--- src/rtl/adc_rd_pkg.sv ---
package adc_rd_pkg;
   typedef enum logic [2:0] {
      ST_IDLE,
      ST_START,
      ST_WAIT_RISE,
      ST_WAIT_FALL,
      ST_READ,
      ST_DRAIN
   } seq_state_t;

   typedef enum logic [1:0] {
      PH_IDLE,
      PH_HIGH,
      PH_GAP,
      PH_LOW
   } byte_phase_t;
endpackage

--- src/rtl/adc_rd_serial.sv ---
module adc_rd_serial #(
   parameter int DATA_W = 18,
   parameter int DIV_W  = 8
) (
   input  logic              clk,
   input  logic              rst_n,
   input  logic              start,
   input  logic              abort,
   input  logic              sample_rise,
   input  logic [DIV_W-1:0]  half_div,
   input  logic              sdata,
   output logic              sclk,
   output logic              done,
   output logic [DATA_W-1:0] word
);
   localparam int CW = $clog2(DATA_W + 1);

   logic             active;
   logic [DIV_W-1:0] dcnt;
   logic [CW-1:0]    falls;

   logic tick, rise_now, fall_now, take;
   assign tick     = active && (dcnt == half_div);
   assign rise_now = tick && !sclk;
   assign fall_now = tick && sclk;
   assign take     = sample_rise ? rise_now : fall_now;

   always_ff @(posedge clk) begin
      if (!rst_n) begin
         active <= 1'b0;
         dcnt   <= '0;
         falls  <= '0;
         sclk   <= 1'b0;
         done   <= 1'b0;
         word   <= '0;
      end else begin
         done <= 1'b0;
         if (start) begin
            active <= 1'b1;
            dcnt   <= '0;
            falls  <= '0;
            sclk   <= 1'b0;
         end else if (abort) begin
            active <= 1'b0;
            sclk   <= 1'b0;
         end else if (active) begin
            if (tick) begin
               dcnt <= '0;
               sclk <= ~sclk;
            end else begin
               dcnt <= dcnt + 1'b1;
            end
            if (take)
               word <= {word[DATA_W-2:0], sdata};
            if (fall_now) begin
               falls <= falls + 1'b1;
               if (falls == CW'(DATA_W - 1)) begin
                  active <= 1'b0;
                  done   <= 1'b1;
               end
            end
         end
      end
   end
endmodule

--- src/rtl/adc_rd_bytes.sv ---
module adc_rd_bytes
   import adc_rd_pkg::*;
#(
   parameter int BYTE_W = 8,
   parameter int HOLD   = 2
) (
   input  logic              clk,
   input  logic              rst_n,
   input  logic              start,
   input  logic              abort,
   input  logic [BYTE_W-1:0] bus,
   output logic              rd_n,
   output logic              byte_lo,
   output logic              done,
   output logic [BYTE_W-1:0] hi_byte,
   output logic [BYTE_W-1:0] lo_byte
);
   localparam int HW = $clog2(HOLD + 1);

   byte_phase_t phase;
   logic [HW-1:0] cnt;
   logic          hold_end;
   assign hold_end = (cnt == HW'(HOLD - 1));

   always_ff @(posedge clk) begin
      if (!rst_n) begin
         phase   <= PH_IDLE;
         cnt     <= '0;
         rd_n    <= 1'b1;
         byte_lo <= 1'b0;
         done    <= 1'b0;
         hi_byte <= '0;
         lo_byte <= '0;
      end else begin
         done <= 1'b0;
         if (start) begin
            phase   <= PH_HIGH;
            cnt     <= '0;
            rd_n    <= 1'b0;
            byte_lo <= 1'b0;
         end else if (abort) begin
            phase   <= PH_IDLE;
            rd_n    <= 1'b1;
            byte_lo <= 1'b0;
         end else begin
            case (phase)
               PH_HIGH: begin
                  if (hold_end) begin
                     hi_byte <= bus;
                     rd_n    <= 1'b1;
                     byte_lo <= 1'b1;
                     cnt     <= '0;
                     phase   <= PH_GAP;
                  end else begin
                     cnt <= cnt + 1'b1;
                  end
               end
               PH_GAP: begin
                  rd_n  <= 1'b0;
                  phase <= PH_LOW;
               end
               PH_LOW: begin
                  if (hold_end) begin
                     lo_byte <= bus;
                     rd_n    <= 1'b1;
                     byte_lo <= 1'b0;
                     done    <= 1'b1;
                     phase   <= PH_IDLE;
                  end else begin
                     cnt <= cnt + 1'b1;
                  end
               end
               default: ;
            endcase
         end
      end
   end
endmodule

--- src/rtl/adc_rd_deadline.sv ---
module adc_rd_deadline #(
   parameter int CNT_W = 16
) (
   input  logic             clk,
   input  logic             rst_n,
   input  logic             clear,
   input  logic             run,
   input  logic [CNT_W-1:0] conv_len,
   output logic             late
);
   logic [CNT_W-1:0] elapsed;

   always_ff @(posedge clk) begin
      if (!rst_n)
         elapsed <= '0;
      else if (clear)
         elapsed <= '0;
      else if (run && (elapsed != {CNT_W{1'b1}}))
         elapsed <= elapsed + 1'b1;
   end

   assign late = (elapsed >= (conv_len >> 1));
endmodule

--- src/rtl/adc_readout_ctrl.sv ---
module adc_readout_ctrl
   import adc_rd_pkg::*;
#(
   parameter int DATA_W  = 18,
   parameter int BYTE_W  = 8,
   parameter int DIV_W   = 8,
   parameter int CNT_W   = 16,
   parameter int RD_HOLD = 2
) (
   input  logic              clk,
   input  logic              rst_n,
   input  logic              go,
   input  logic              use_serial,
   input  logic              read_early,
   input  logic              sample_rise,
   input  logic [DIV_W-1:0]  sclk_div,
   input  logic [CNT_W-1:0]  conv_len,
   input  logic              busy,
   input  logic [BYTE_W-1:0] par_data,
   input  logic              sdata,
   output logic              cnvst,
   output logic              cs_n,
   output logic              rd_n,
   output logic              byte_lo,
   output logic              sclk,
   output logic [DATA_W-1:0] result,
   output logic              result_valid,
   output logic              overrun
);
   localparam int PAD_W = DATA_W - 2 * BYTE_W;

   generate
      if (PAD_W < 0) begin : g_bad_width
         $error("DATA_W must be at least two bytes wide");
      end
      if (RD_HOLD < 1) begin : g_bad_hold
         $error("RD_HOLD must be at least one cycle");
      end
      if (DIV_W < 1 || CNT_W < 2) begin : g_bad_counters
         $error("counter widths too small");
      end
   endgenerate

   seq_state_t state;
   logic early_q, serial_q, rise_q, rd_start;

   logic              s_done, b_done, late;
   logic [DATA_W-1:0] s_word, p_word;
   logic [BYTE_W-1:0] hi_b, lo_b;
   logic              rdr_done, deadline_hit;

   generate
      if (PAD_W == 0) begin : g_no_pad
         assign p_word = {hi_b, lo_b};
      end else begin : g_pad
         assign p_word = {hi_b, lo_b, {PAD_W{1'b0}}};
      end
   endgenerate

   assign rdr_done     = serial_q ? s_done : b_done;
   assign deadline_hit = (state == ST_READ) && early_q && late && !rdr_done;

   adc_rd_serial #(.DATA_W(DATA_W), .DIV_W(DIV_W)) u_ser (
      .clk(clk), .rst_n(rst_n),
      .start(rd_start && serial_q), .abort(deadline_hit),
      .sample_rise(rise_q), .half_div(sclk_div), .sdata(sdata),
      .sclk(sclk), .done(s_done), .word(s_word)
   );

   adc_rd_bytes #(.BYTE_W(BYTE_W), .HOLD(RD_HOLD)) u_byt (
      .clk(clk), .rst_n(rst_n),
      .start(rd_start && !serial_q), .abort(deadline_hit),
      .bus(par_data), .rd_n(rd_n), .byte_lo(byte_lo), .done(b_done),
      .hi_byte(hi_b), .lo_byte(lo_b)
   );

   adc_rd_deadline #(.CNT_W(CNT_W)) u_dl (
      .clk(clk), .rst_n(rst_n),
      .clear(state == ST_WAIT_RISE), .run(state == ST_READ),
      .conv_len(conv_len), .late(late)
   );

   always_ff @(posedge clk) begin
      if (!rst_n) begin
         state        <= ST_IDLE;
         early_q      <= 1'b0;
         serial_q     <= 1'b0;
         rise_q       <= 1'b0;
         rd_start     <= 1'b0;
         cnvst        <= 1'b0;
         cs_n         <= 1'b1;
         result       <= '0;
         result_valid <= 1'b0;
         overrun      <= 1'b0;
      end else begin
         cnvst        <= 1'b0;
         rd_start     <= 1'b0;
         result_valid <= 1'b0;
         overrun      <= 1'b0;
         case (state)
            ST_IDLE: if (go) begin
               cnvst    <= 1'b1;
               early_q  <= read_early;
               serial_q <= use_serial;
               rise_q   <= sample_rise;
               state    <= ST_START;
            end
            ST_START: state <= ST_WAIT_RISE;
            ST_WAIT_RISE: if (busy) begin
               if (early_q) begin
                  cs_n     <= 1'b0;
                  rd_start <= 1'b1;
                  state    <= ST_READ;
               end else begin
                  state <= ST_WAIT_FALL;
               end
            end
            ST_WAIT_FALL: if (!busy) begin
               cs_n     <= 1'b0;
               rd_start <= 1'b1;
               state    <= ST_READ;
            end
            ST_READ: begin
               if (rdr_done) begin
                  result       <= serial_q ? s_word : p_word;
                  result_valid <= 1'b1;
                  cs_n         <= 1'b1;
                  state        <= early_q ? ST_DRAIN : ST_IDLE;
               end else if (deadline_hit) begin
                  overrun <= 1'b1;
                  cs_n    <= 1'b1;
                  state   <= ST_DRAIN;
               end
            end
            ST_DRAIN: if (!busy) state <= ST_IDLE;
            default: state <= ST_IDLE;
         endcase
      end
   end
endmodule

--- config.mk ---
export PLATFORM = sky130hd
export DESIGN_NAME = adc_readout_ctrl
export DESIGN_NICKNAME = d
export VERILOG_FILES = /design/src/rtl/adc_rd_pkg.sv /design/src/rtl/adc_rd_serial.sv /design/src/rtl/adc_rd_bytes.sv /design/src/rtl/adc_rd_deadline.sv /design/src/rtl/adc_readout_ctrl.sv
export SDC_FILE = /design/constraint.sdc
export NUM_CORES = 1
export LEC_CHECK = 0
export ABC_CLOCK_PERIOD_IN_PS = 2410
export BUFFER_PORTS_ARGS = -buffer_cell sky130_fd_sc_hd__clkbuf_2
export CORE_MARGIN = 2
export CORE_UTILIZATION = 31
export DETAILED_ROUTE_END_ITERATION = 8
export SETUP_SLACK_MARGIN = 0.02
export SKIP_LAST_GASP = 1
export SLEW_MARGIN = 10
export SYNTH_ARGS = -nofsm -noshare
export SYNTH_HDL_FRONTEND = slang
export SYNTH_SLANG_ARGS = --single-unit
--- constraint.sdc ---
create_clock -name clk -period 2.41 [get_ports clk]
set_input_delay 0.241 -clock clk [delete_from_list [all_inputs] [get_ports clk]]
set_output_delay 0.241 -clock clk [all_outputs]
set_load 0.02 [all_outputs]
* Word level (Yosys, flattened, before mapping)
Cells that the tools add are included.
** Word-level totals
- Flip-flop bits (word level) :: 102
- Output and inout bits :: 25
- Input bits :: 40
- Logic and storage cells :: 154
** Cells by class
- Magnitude comparators :: 1
- $add $sub $neg :: 4
- Reduce and logical (&&, ||, !) cells :: 44
- Multiplexer cells :: 47
- Bitwise gates (word level) :: 9
- Equal/unequal tests :: 24
** Operators with widths (number)
- $mux W1 :: 26
- $mux W3 :: 8
- $mux W18 :: 1
- $pmux W3 S6 :: 1
- $add A16 B1 Y16 const B :: 1
- $ge A16 B15 Y1 :: 1
- $ne A16 B16 Y1 const B :: 1
- $reduce_and A3 Y1 :: 5
- $reduce_and A2 Y1 :: 7
- $ne A2 B2 Y1 const B :: 6
- $reduce_and A4 Y1 :: 3
- $reduce_and A5 Y1 :: 2
- $logic_and A1 B1 Y1 :: 9
- $not A1 Y1 :: 9
- $reduce_or A3 Y1 :: 3
- $add A8 B1 Y8 const B :: 1
- $eq A8 B8 Y1 :: 1
- $mux W2 :: 4
- $mux W8 :: 1
- $ne A4 B2 Y1 const B :: 2
- $reduce_or A2 Y1 :: 4
- $eq A3 B2 Y1 const B :: 2
- $eq A3 B3 Y1 const B :: 2
- $pmux W1 S2 :: 3
- other kinds (20) :: 26

* Logic depth before layout (Yosys ltp)
Gate-level depths: netlist of run 1.
- Depth in word-level cells :: 7
- Mapped depth :: 10
- Mapped depth without buffers :: 8

* Modules after synthesis
Synthesis of run 1 repeated with hierarchy kept, for this count alone.
** Second synthesis, totals
- Cell total of the unflattened synthesis :: 534
- Area, all modules :: 4952.2 um2
** Modules (own cells, without submodules)
- adc_rd_serial :: cells each 154, times used 1, area an instance 1462.7 um2, seq. area each 680.7 um2
- adc_readout_ctrl :: cells each 146, times used 1, area an instance 1412.6 um2, seq. area each 580.6 um2
- adc_rd_deadline :: cells each 142, times used 1, area an instance 1152.4 um2, seq. area each 320.3 um2
- adc_rd_bytes :: cells each 92, times used 1, area an instance 924.6 um2, seq. area each 460.4 um2

* Worst setup path after synthesis of run 1
No wires, ideal clock.
- Path type :: register to register
- Start point :: register u_dl.elapsed[0]
- End point :: register u_ser.word[10]
- Slack :: 0.091 ns
- Data required time :: 2.284 ns
- Stages on the path, launching flop included :: 10
- Path buffers :: 1
- Arrival time :: 2.192 ns
- Clock period less this slack :: 2.319 ns
- Setup time :: 0.126 ns
- Cell sequence :: dfxtp_1 inv_1 ha_1 nand2b_1 a2111oi_0 o21ai_0 a21oi_2 nand2_2 buf_2 mux2i_1
** On the way
- Longest elaborated chain between the ends :: 5
** Ends and longest elaborated chain
- start: declaration :: line adc_rd_deadline.sv:11 : logic [CNT_W-1:0] elapsed;
- start signal: assignment :: line adc_rd_deadline.sv:19 : elapsed <= elapsed + 1'b1;
- $ge A16 B15 Y1 :: line adc_rd_deadline.sv:22 : assign late = (elapsed >= (conv_len >> 1));
- $logic_and A1 B1 Y1 (2 in a row) :: line adc_readout_ctrl.sv:61 : assign deadline_hit = (state == ST_READ) && early_q && late && !rdr_done;
- $not A1 Y1 (no source line)
- $reduce_and A4 Y1 (no source line)
- end signal: assignment :: line adc_rd_serial.sv:54 : word <= {word[DATA_W-2:0], sdata};
- end: declaration :: line adc_rd_serial.sv:14 : output logic [DATA_W-1:0] word
No other way between the ends.
A chain may end at the register's enable or synchronous reset.

* Worst setup path after layout of run 1
- Start point :: register u_dl.elapsed[14]
- End point :: register u_ser.falls[4]
** On the way
- Longest elaborated chain between the ends :: 5
** Ends and longest elaborated chain
- $ge A16 B15 Y1 :: line adc_rd_deadline.sv:22
- $logic_and A1 B1 Y1 (2 in a row) :: line adc_readout_ctrl.sv:61
- $not A1 Y1 (no source line)
- $reduce_and A3 Y1 (no source line)
- end signal: assignment :: line adc_rd_serial.sv:56 : falls <= falls + 1'b1;
- end: declaration :: line adc_rd_serial.sv:20 : logic [CW-1:0] falls;
No other way between the ends.

==> flow_summary.ini, run 1 <==
[clock_network]
clkSinkCount = 102
numCtsBuffers = 9
path_clk_slew_ns = 0.07
root_buffer = clkbuf_16
clockBufferDepth = 2
htreeDepth = 3
cts_hold_buf = 0
cts_tree = done
clk_latency_ns = 0.35

[yosys]
synthArstFlopShare_pct = 0
yosys.cell_count.top_type = dfxtp_1
yosys.area_share.simple_pct = 19.8
synthXorXnorAreaFrac_pct = 4.34
yosysTopAreaCell = dfxtp_1
ys_top_cells_by_count = 102 x dfxtp_1, 60 x nand2_1, 55 x mux2i_1, 52 x nor2_1, 29 x a21oi_1
synthDistinctLibCells = 51
ys_seq_area_share_pct = 42.2
yosysTopAreaCellShare_pct = 42.2
syn_area_mm2 = 0.00484
synth_top_family_by_area = simple AND/OR/NAND/NOR gates
ys_ff_latch = 102
syn-num-nets = 608
synth-compound-area-share_pct = 13.0
synth_edf_count = 0
yosys-top-cells-area = dfxtp_1 42%, mux2i_1 11%, ha_1 4.9%
synthAdderAreaFrac_pct = 4.91
synth_top_flop_cell = dfxtp_1
synthCells = 549
avgSynthCellArea_um2 = 8.82
yosysWarnings = 0
synth_mux_area_share_pct = 11.4

[worst_setup_path]
cp-end-kind = register
path_max_fanout = 6
required_ns = 2.68
r2r_setup_slack_ns = 0.14
path_cells = ha_1 -> nand4b_1 -> o21a_1 -> a31oi_4 -> buf_4 -> a21o_2 -> or4_1 -> a21oi_1
cp-start-kind = register
slowest_stage = or4_1
cp_slowest_stage_delay_ns = 0.50
r2r-end = u_ser.falls[4]
rr_worst_depth = 8
path_buf_inv = 1
reg2reg_from = u_dl.elapsed[14]
arrival_ns = 2.53
critPathKind = register to register
crit_family = compound AO/OA/AOI/OAI gates

[drt]
vias = 4161
wire_per_inst_um = 14.2
drtIter0Drc = 262
antenna_left = 0
routed.top_layer = met4
detail_route.first_pass.iterations = 4
met3_length_um = 523
vias_per_cell = 5.09
route.detailed.drc = 0
drt_wl_total_mm = 11.6
wl_met2_mm = 5.58
wirelength_met1_mm = 5.36

[die]
die_h_um = 129
core_mm2 = 0.0152
ioPinCount = 65
die-area_mm2 = 0.0166
die_w_um = 129
rows = 45
initial_utilization_pct = 31.8

[timing]
final.setup_skew_ns = 0.00780
finalSetupTns_ns = 0
rsz0062_at_grt = false
slew_headroom_pct = 58.4
finalHoldViolations = 0
final-max-slew-violation-count = 0
fin_crit_ns = 2.27
tightestPinTransition_ns = 0.619
setup_viol = 0
fin_crit_sh_pct = 94.0
fmax_ghz = 0.441

[finish]
final_area_mm2 = 0.00590
drive_gt1_share_pct = 19.8
nets = 684
syn_to_final_growth_pct = 21.9
fillers = 1567
n_antenna_cell = 0

[global_route]
grt_overflow = 0
antenna_found_initial = 0
grt_usage_pct = 14.4
grt_pass1_vias = 3949
grt_max_degree = 47
grt_pass1_wl_mm = 19.1

[placement]
port_buffers = 63
gp_congestion = 0.867
dp_hpwl_mm = 8.31
place_area_mm2 = 0.00551

[min_path]
hp-class = input port to register
min_from = read_early
hold_depth = 3
min_to = early_q

[power_and_ir_drop]
vdd_drop_max_uv = 360
pwr_density_cell_mw_per_mm2 = 622
p_leak_nw = 2.42

[run]
cap_violations = 0

[run_status]
status = completed
## per-layer routing
layer	GRT usage, %	vias to the layer above
li1	-	2091
met1	18.4	1965
met2	24.0	91
met3	3.91	14
met4	4.09	0
met5	0	-
## cells by family (layout without fill, tap and decap cells)
| kind of cell | count (synthesis) | after routing |
|---|---|---|
| fa+ha+maj | 19 | 19 |
| buf+inv | 52 | 132 |
| xor+xnor | 24 | 24 |
| compound gates | 98 | 99 |
| flops | 102 | 102 |
| simple gates | 199 | 199 |
| mux | 55 | 55 |
## repair_timing
item	in CTS	in global routing
pin swaps	2	7
setup buffers	1	1
setup endpoints to repair	41	50
cloned	1	0
gates resized for setup	5	14
## worst max path at each step
| stage | cells after the start | endpoint | slack (ns) | start |
|---|---|---|---|---|
| after floorplan | 9 | u_ser.word[10] | 0.09 | u_dl.elapsed[0] |
| after global placement | 8 | u_ser.falls[3] | -0.01 | u_dl.elapsed[0] |
| final | 8 | u_ser.falls[4] | 0.14 | u_dl.elapsed[14] |
| after detailed placement | 8 | u_ser.falls[4] | -0.12 | u_dl.elapsed[0] |
| after global routing | 8 | u_ser.falls[3] | 0.02 | u_dl.elapsed[14] |
| after CTS | 9 | u_byt.hi_byte[3] | 0.03 | u_dl.elapsed[14] |
## sequential cells by signal, indices dropped and copies added, names as in the netlist, 2 cells and up
name / count
result: 18
state: 3
u_byt.cnt: 2
u_byt.hi_byte: 8
u_byt.lo_byte: 8
u_byt.phase: 2
u_dl.elapsed: 16
u_ser.dcnt: 8
u_ser.falls: 5
u_ser.word: 18
## worst min-delay path, stage by stage
cell and delay [ns]:
clkbuf_2 0.08, mux2i_1 0.06, nor2_1 0.07
## area by class of cell
type / count / area (µm²) / share of cell area, %
clock buffers: 12 / 246 / 4.18
clock inverters: 4 / 53.8 / 0.912
inverters: 22 / 82.6 / 1.40
multi-input cells: 396 / 2660 / 45.0
flip-flops and latches: 102 / 2040 / 34.6
well taps: 188 / 235 / 3.99
repair buffers: 94 / 584 / 9.90
## cell usage in the layout, fill, tap and decap left out, types with 6 or more instances in the layout
| master | n |
|---|---|
| nor2b_1 | 6 |
| nand4_1 | 8 |
| xor2_1 | 9 |
| nor3_1 | 7 |
| mux2i_1 | 55 |
| clkbuf_16 | 9 |
| buf_4 | 26 |
| a21oi_1 | 26 |
| inv_1 | 22 |
| a211oi_1 | 22 |
| clkbuf_2 | 63 |
| nand2_1 | 60 |
| dfxtp_1 | 102 |
| xnor2_1 | 15 |
| nor2_1 | 51 |
| o21ai_0 | 16 |
| nand3_1 | 27 |
| nand2b_1 | 6 |
| ha_1 | 19 |
## power breakdown
| part | internal, W | switching (W) | leakage [nW] | total [W] |
|---|---|---|---|---|
| registers | 0.00172 | 0.0000377 | 0.823 | 0.00176 |
| logic | 0.000195 | 0.000246 | 1.46 | 0.000441 |
| clock network | 0.000838 | 0.000631 | 0.139 | 0.00147 |
## metrics by stage
step,utilization [%],instances,hold WS (ns),setup WS (ns),power [W]
after CTS,38.4,817,0.133,0.0274,0.00371
after global placement,36.2,799,0.437,-0.0105,0.00222
after detailed placement,36.2,799,0.452,-0.118,0.00223
after floorplan,-,549,0.380,0.0913,0.00210
final,38.8,818,0.139,0.143,0.00367
after global routing,38.8,818,0.156,0.0219,0.00383
Note: power is estimated with default switching activity, not from simulation.
==> run 2, diff against run 1 <==
--- a/config.mk
+++ b/config.mk
@@ -10,6 +10,7 @@
 export CORE_MARGIN = 2
 export CORE_UTILIZATION = 31
 export DETAILED_ROUTE_END_ITERATION = 8
+export REMOVE_ABC_BUFFERS = 1
 export SETUP_SLACK_MARGIN = 0.02
 export SKIP_LAST_GASP = 1
 export SLEW_MARGIN = 10
==> run 2 against run 1 <==
Sequential power about the same. Global-route usage down 0.36 points. Setup slack worse by 0.022 ns. Largest cell class unchanged.
==> flow_summary.ini, run 2 (synthesis results as in run 1) <==
[timing]
finalHoldViolations = 0
fin_crit_sh_pct = 95.0
final-max-slew-violation-count = 0
setup_viol = 0
rsz0062_at_grt = true
fin_crit_ns = 2.29
final.setup_skew_ns = 0.00879
hold_ws_ns = 0.120
slew_headroom_pct = 57.7
tightestPinTransition_ns = 0.630
fmax_ghz = 0.437

[placement]
place_area_mm2 = 0.00549
dp_hpwl_mm = 8.27
port_buffers = 63
gp_congestion = 0.801

[drt]
route.detailed.drc = 0
drtIter0Drc = 138
detail_route.first_pass.iterations = 5
wire_per_inst_um = 13.9
vias = 4136
vias_per_cell = 5.06
antenna_left = 0
drt_wl_total_mm = 11.4

[clock_network]
clk_latency_ns = 0.35
numCtsBuffers = 9
root_buffer = clkbuf_16
cts_tree = done
clockBufferDepth = 2
path_clk_slew_ns = 0.07
htreeDepth = 3
clkSinkCount = 102
cts_hold_buf = 0

[power_and_ir_drop]
vdd_drop_max_uv = 486
p_leak_nw = 2.42
pwr_density_cell_mw_per_mm2 = 629
p_total_w = 0.00371

[global_route]
grt_pass1_vias = 3940
grt_pass1_wl_mm = 18.7
grt_max_degree = 35
grtUsageMet3_pct = 3.28
grt_overflow = 0
antenna_found_initial = 0
met2_usage_pct = 24.8
busiest_layer = met2
met1_usage_pct = 17.3
grt_usage_pct = 14.1

[die]
rows = 45
ioPinCount = 65
die_w_um = 129
die_h_um = 129
die-area_mm2 = 0.0166
core_mm2 = 0.0152
initial_utilization_pct = 31.8

[finish]
mostFrequentLayoutCell = dfxtp_1
nets = 683
final_area_mm2 = 0.00590
final_cell_mix = 102 x dfxtp_1, 63 x clkbuf_2, 60 x nand2_1
reg_top3 = result: 18 flops, u_ser.word: 18 flops, u_dl.elapsed: 16 flops
n_antenna_cell = 0
drive_gt1_share_pct = 19.7
syn_to_final_growth_pct = 21.9

[run_status]
status = completed

[min_path]
hold_depth = 3
hp-class = input port to register

[worst_setup_path]
cp-end-kind = register
r2r_setup_slack_ns = 0.12
arrival_ns = 2.50
rr_worst_depth = 10
critPathKind = register to register
required_ns = 2.62
path_max_fanout = 8
cp-start-kind = register

[run]
cap_violations = 0
-- run 2: worst max-delay path: stages, from the launching register on --
cell and delay, ns:
dfxtp_1 0.34, inv_1 0.05, ha_1 0.26, nand2b_1 0.17, a2111oi_4 0.31, o21ai_2 0.14, a21o_4 0.27, buf_4 0.14
buf_4 0.14, o21ai_0 0.24, a21oi_1 0.10
-- run 2: path summary, 6_finish.rpt --
check / end / startpoint
worst max-delay path: u_ser.dcnt[6] / u_dl.elapsed[0]
worst max register to register: u_ser.dcnt[6] / u_dl.elapsed[0]
worst min register to register: u_byt.lo_byte[4] / u_byt.lo_byte[4]
worst min-delay path: u_ser.word[0] / sdata
-- run 2: repair_timing --
| item | in CTS | in global routing |
|---|---|---|
| pin swaps | 1 | 3 |
| setup buffers | 0 | 4 |
| gates cloned | 0 | 0 |
| resized for setup | 7 | 4 |
| setup endpoints to repair | 52 | 21 |
| endpoints found under the hold margin | 0 | 0 |
-- run 2: layer usage --
metal	share of wire, %	vias to the layer above
met1	45	1944
met3	4.1	12
met2	50	91
met5	0	-
li1	-	2089
met4	1.3	0
-- run 2: area by class of cell --
| cell class | instances | area, µm² |
|---|---|---|
| clock buffers | 11 | 253 |
| fillers | 1552 | 9300 |
| well taps | 188 | 235 |
| clock inverters | 5 | 63.8 |
| multi-input cells | 395 | 2640 |
| repair buffers | 94 | 583 |
| flip-flops and latches | 102 | 2040 |
| inverters | 22 | 82.6 |
-- run 2: metrics by stage --
stage | instances | setup WS (ns) | setup TNS (ns) | utilization [%]
after floorplan | 519 | -0.372 | -16.21 | -
after detailed placement | 797 | -0.209 | -3.19 | 36.1
after global placement | 797 | -0.0838 | -0.266 | 36.1
after global routing | 817 | -0.00378 | -0.00378 | 38.8
final | 817 | 0.121 | 0 | 38.8
after CTS | 813 | 0.0490 | 0 | 38.4
-- run 2: power by group --
part | total [W] | switching (W) | internal (W)
clock network | 0.00152 | 0.000650 | 0.000871
logic | 0.000413 | 0.000226 | 0.000187
registers | 0.00178 | 0.0000544 | 0.00172
==> run 3, diff against run 2 <==
--- a/config.mk
+++ b/config.mk
@@ -5,11 +5,13 @@
 export SDC_FILE = /design/constraint.sdc
 export NUM_CORES = 1
 export LEC_CHECK = 0
-export ABC_CLOCK_PERIOD_IN_PS = 2410
 export BUFFER_PORTS_ARGS = -buffer_cell sky130_fd_sc_hd__clkbuf_2
+export CELL_PAD_IN_SITES_DETAIL_PLACEMENT = 0
+export CELL_PAD_IN_SITES_GLOBAL_PLACEMENT = 1
 export CORE_MARGIN = 2
 export CORE_UTILIZATION = 31
 export DETAILED_ROUTE_END_ITERATION = 8
+export PLACE_DENSITY_LB_ADDON = 0.1
 export REMOVE_ABC_BUFFERS = 1
 export SETUP_SLACK_MARGIN = 0.02
 export SKIP_LAST_GASP = 1
==> run 3 against run 2 <==
Critical path depth is 1 lower. Core utilization is 0.34 points higher. Via count is 0.75% lower. Global-route usage is 1.4 points higher. Worst hold slack better by 0.00072 ns. Die area stayed put. First-iteration DRC count is 38% higher. Wire length is 6.1% higher. Count of clock-buffer cells in the layout is 1 lower.
==> flow_summary.ini, run 3 (synthesis results as in run 1) <==
[run_status]
status = completed

[worst_setup_path]
cp-start-kind = register
path_max_fanout = 8
r2r_setup_slack_ns = 0.14
cp-end-kind = register
arrival_ns = 2.55
critPathKind = register to register
required_ns = 2.69

[finish]
reg_top3 = result: 18 flops, u_ser.word: 18 flops, u_dl.elapsed: 16 flops
syn_to_final_growth_pct = 23.0
mostFrequentLayoutCell = dfxtp_1
n_antenna_cell = 0
drive_gt1_share_pct = 20.6
fin_cells = 828
nets = 694
fillers = 1571
final_cell_mix = 102 x dfxtp_1, 63 x clkbuf_2, 60 x nand2_1

[timing]
finalHoldViolations = 0
final-max-slew-violation-count = 0
final.setup_skew_ns = 0.00822
finalSetupTns_ns = 0
tightestPinTransition_ns = 0.542
setup_viol = 0
rsz0062_at_grt = false
fin_crit_ns = 2.27
slew_headroom_pct = 63.9
fin_crit_sh_pct = 94.4
setup_ws_ns = 0.135
fmax_ghz = 0.440

[power_and_ir_drop]
pwr_density_cell_mw_per_mm2 = 634
vdd_drop_max_uv = 508
switchingPower_w = 0.000990
swShare_pct = 26.2
combPwrFrac_pct = 12.4
p_leak_nw = 2.49
clockPowerShare_pct = 41.0
seq_power_share_pct = 46.6
power.internal_w = 0.00278

[die]
initial_utilization_pct = 31.8
die_w_um = 129
core_mm2 = 0.0152
die-area_mm2 = 0.0166
rows = 45
ioPinCount = 65
die_h_um = 129

[drt]
drtIter0Drc = 191
detail_route.first_pass.iterations = 4
drt_wl_total_mm = 12.1
vias_per_cell = 4.96
wire_per_inst_um = 14.6
route.detailed.drc = 0
antenna_left = 0
vias = 4105

[placement]
dp_hpwl_mm = 8.64
pre_cts_ws_ns = -0.0246
place_inst = 809
port_buffers = 63
gp_congestion = 0.805

[clock_network]
root_buffer = clkbuf_16
clkSinkCount = 102
cts_hold_buf = 0
path_clk_slew_ns = 0.07
numCtsBuffers = 9
clk_latency_ns = 0.36
htreeDepth = 3
clockBufferDepth = 2
cts_tree = done

[global_route]
antenna_found_initial = 0
grt_usage_pct = 15.4
grt_pass1_wl_mm = 20.1
grt_max_degree = 35
grt_overflow = 0
grt_pass1_vias = 4094

[min_path]
hp-class = input port to register

[run]
cap_violations = 0
-- run 3: metrics by stage --
stage	util, %	total power, W	hold slack [ns]	cell area [µm²]
6_report	39.1	0.00377	0.120	5950
5_1_grt	39.1	0.00396	0.133	5950
4_1_cts	38.8	0.00383	0.110	5900
3_5_place_dp	36.7	0.00226	0.452	5580
3_3_place_gp	36.7	0.00225	0.437	5580
2_1_floorplan	-	0.00205	0.317	4710
-- run 3: final cells by class --
type	instances	area, µm²	share of cell area, %
Multi-Input combinational cell	396	2630	44.2
Sequential cell	102	2040	34.3
Timing Repair Buffer	104	648	10.9
Clock buffer	10	239	4.02
Tap cell	188	235	3.95
Inverter	22	82.6	1.39
Clock inverter	6	75.1	1.26
-- run 3: metal layers --
layer | share of wire [%] | vias up | global-route usage, %
li1 | - | 2111 | -
met2 | 48 | 43 | 26.1
met4 | 1.0 | 0 | 3.84
met5 | 0 | - | 0
met1 | 48 | 1942 | 19.5
met3 | 3.0 | 9 | 4.20
-- run 3: worst paths after layout --
| check | start | endpoint | cells past startpoint |
|---|---|---|---|
| setup / recovery | u_dl.elapsed[6] | u_byt.lo_byte[0] | 9 |
| hold / removal | sdata | u_ser.word[0] | 3 |
| setup reg to reg | u_dl.elapsed[6] | u_byt.lo_byte[0] | 9 |
| hold reg to reg | u_byt.hi_byte[4] | u_byt.hi_byte[4] | 2 |
-- run 3: what timing repair did --
action                                  in CTS  in global routing
endpoints found under the hold margin        0                  0
resized for setup                            3                  5
endpoints found under the setup margin      38                 53
buffers inserted                             0                  2
pin swaps                                    0                  3
gates cloned                                 0                  1
-- run 3: power by group through the flow --
stage | Sequential [W] | Clock (W) | Combinational (W)
6_report | 0.00176 | 0.00155 | 0.000468
4_1_cts | 0.00176 | 0.00161 | 0.000467
5_1_grt | 0.00176 | 0.00168 | 0.000523
3_5_place_dp | 0.00180 | 0 | 0.000463
3_3_place_gp | 0.00180 | 0 | 0.000457
2_1_floorplan | 0.00183 | 0 | 0.000223
-- run 3: worst max-delay path, stage by stage (launching register included) --
cell and delay (ns):
dfxtp_1 0.32, ha_1 0.28, a21o_1 0.18, a211oi_1 0.32, o21ai_2 0.15, a21o_2 0.28
buf_4 0.15, nor2_2 0.15, buf_12 0.16, mux2i_1 0.20
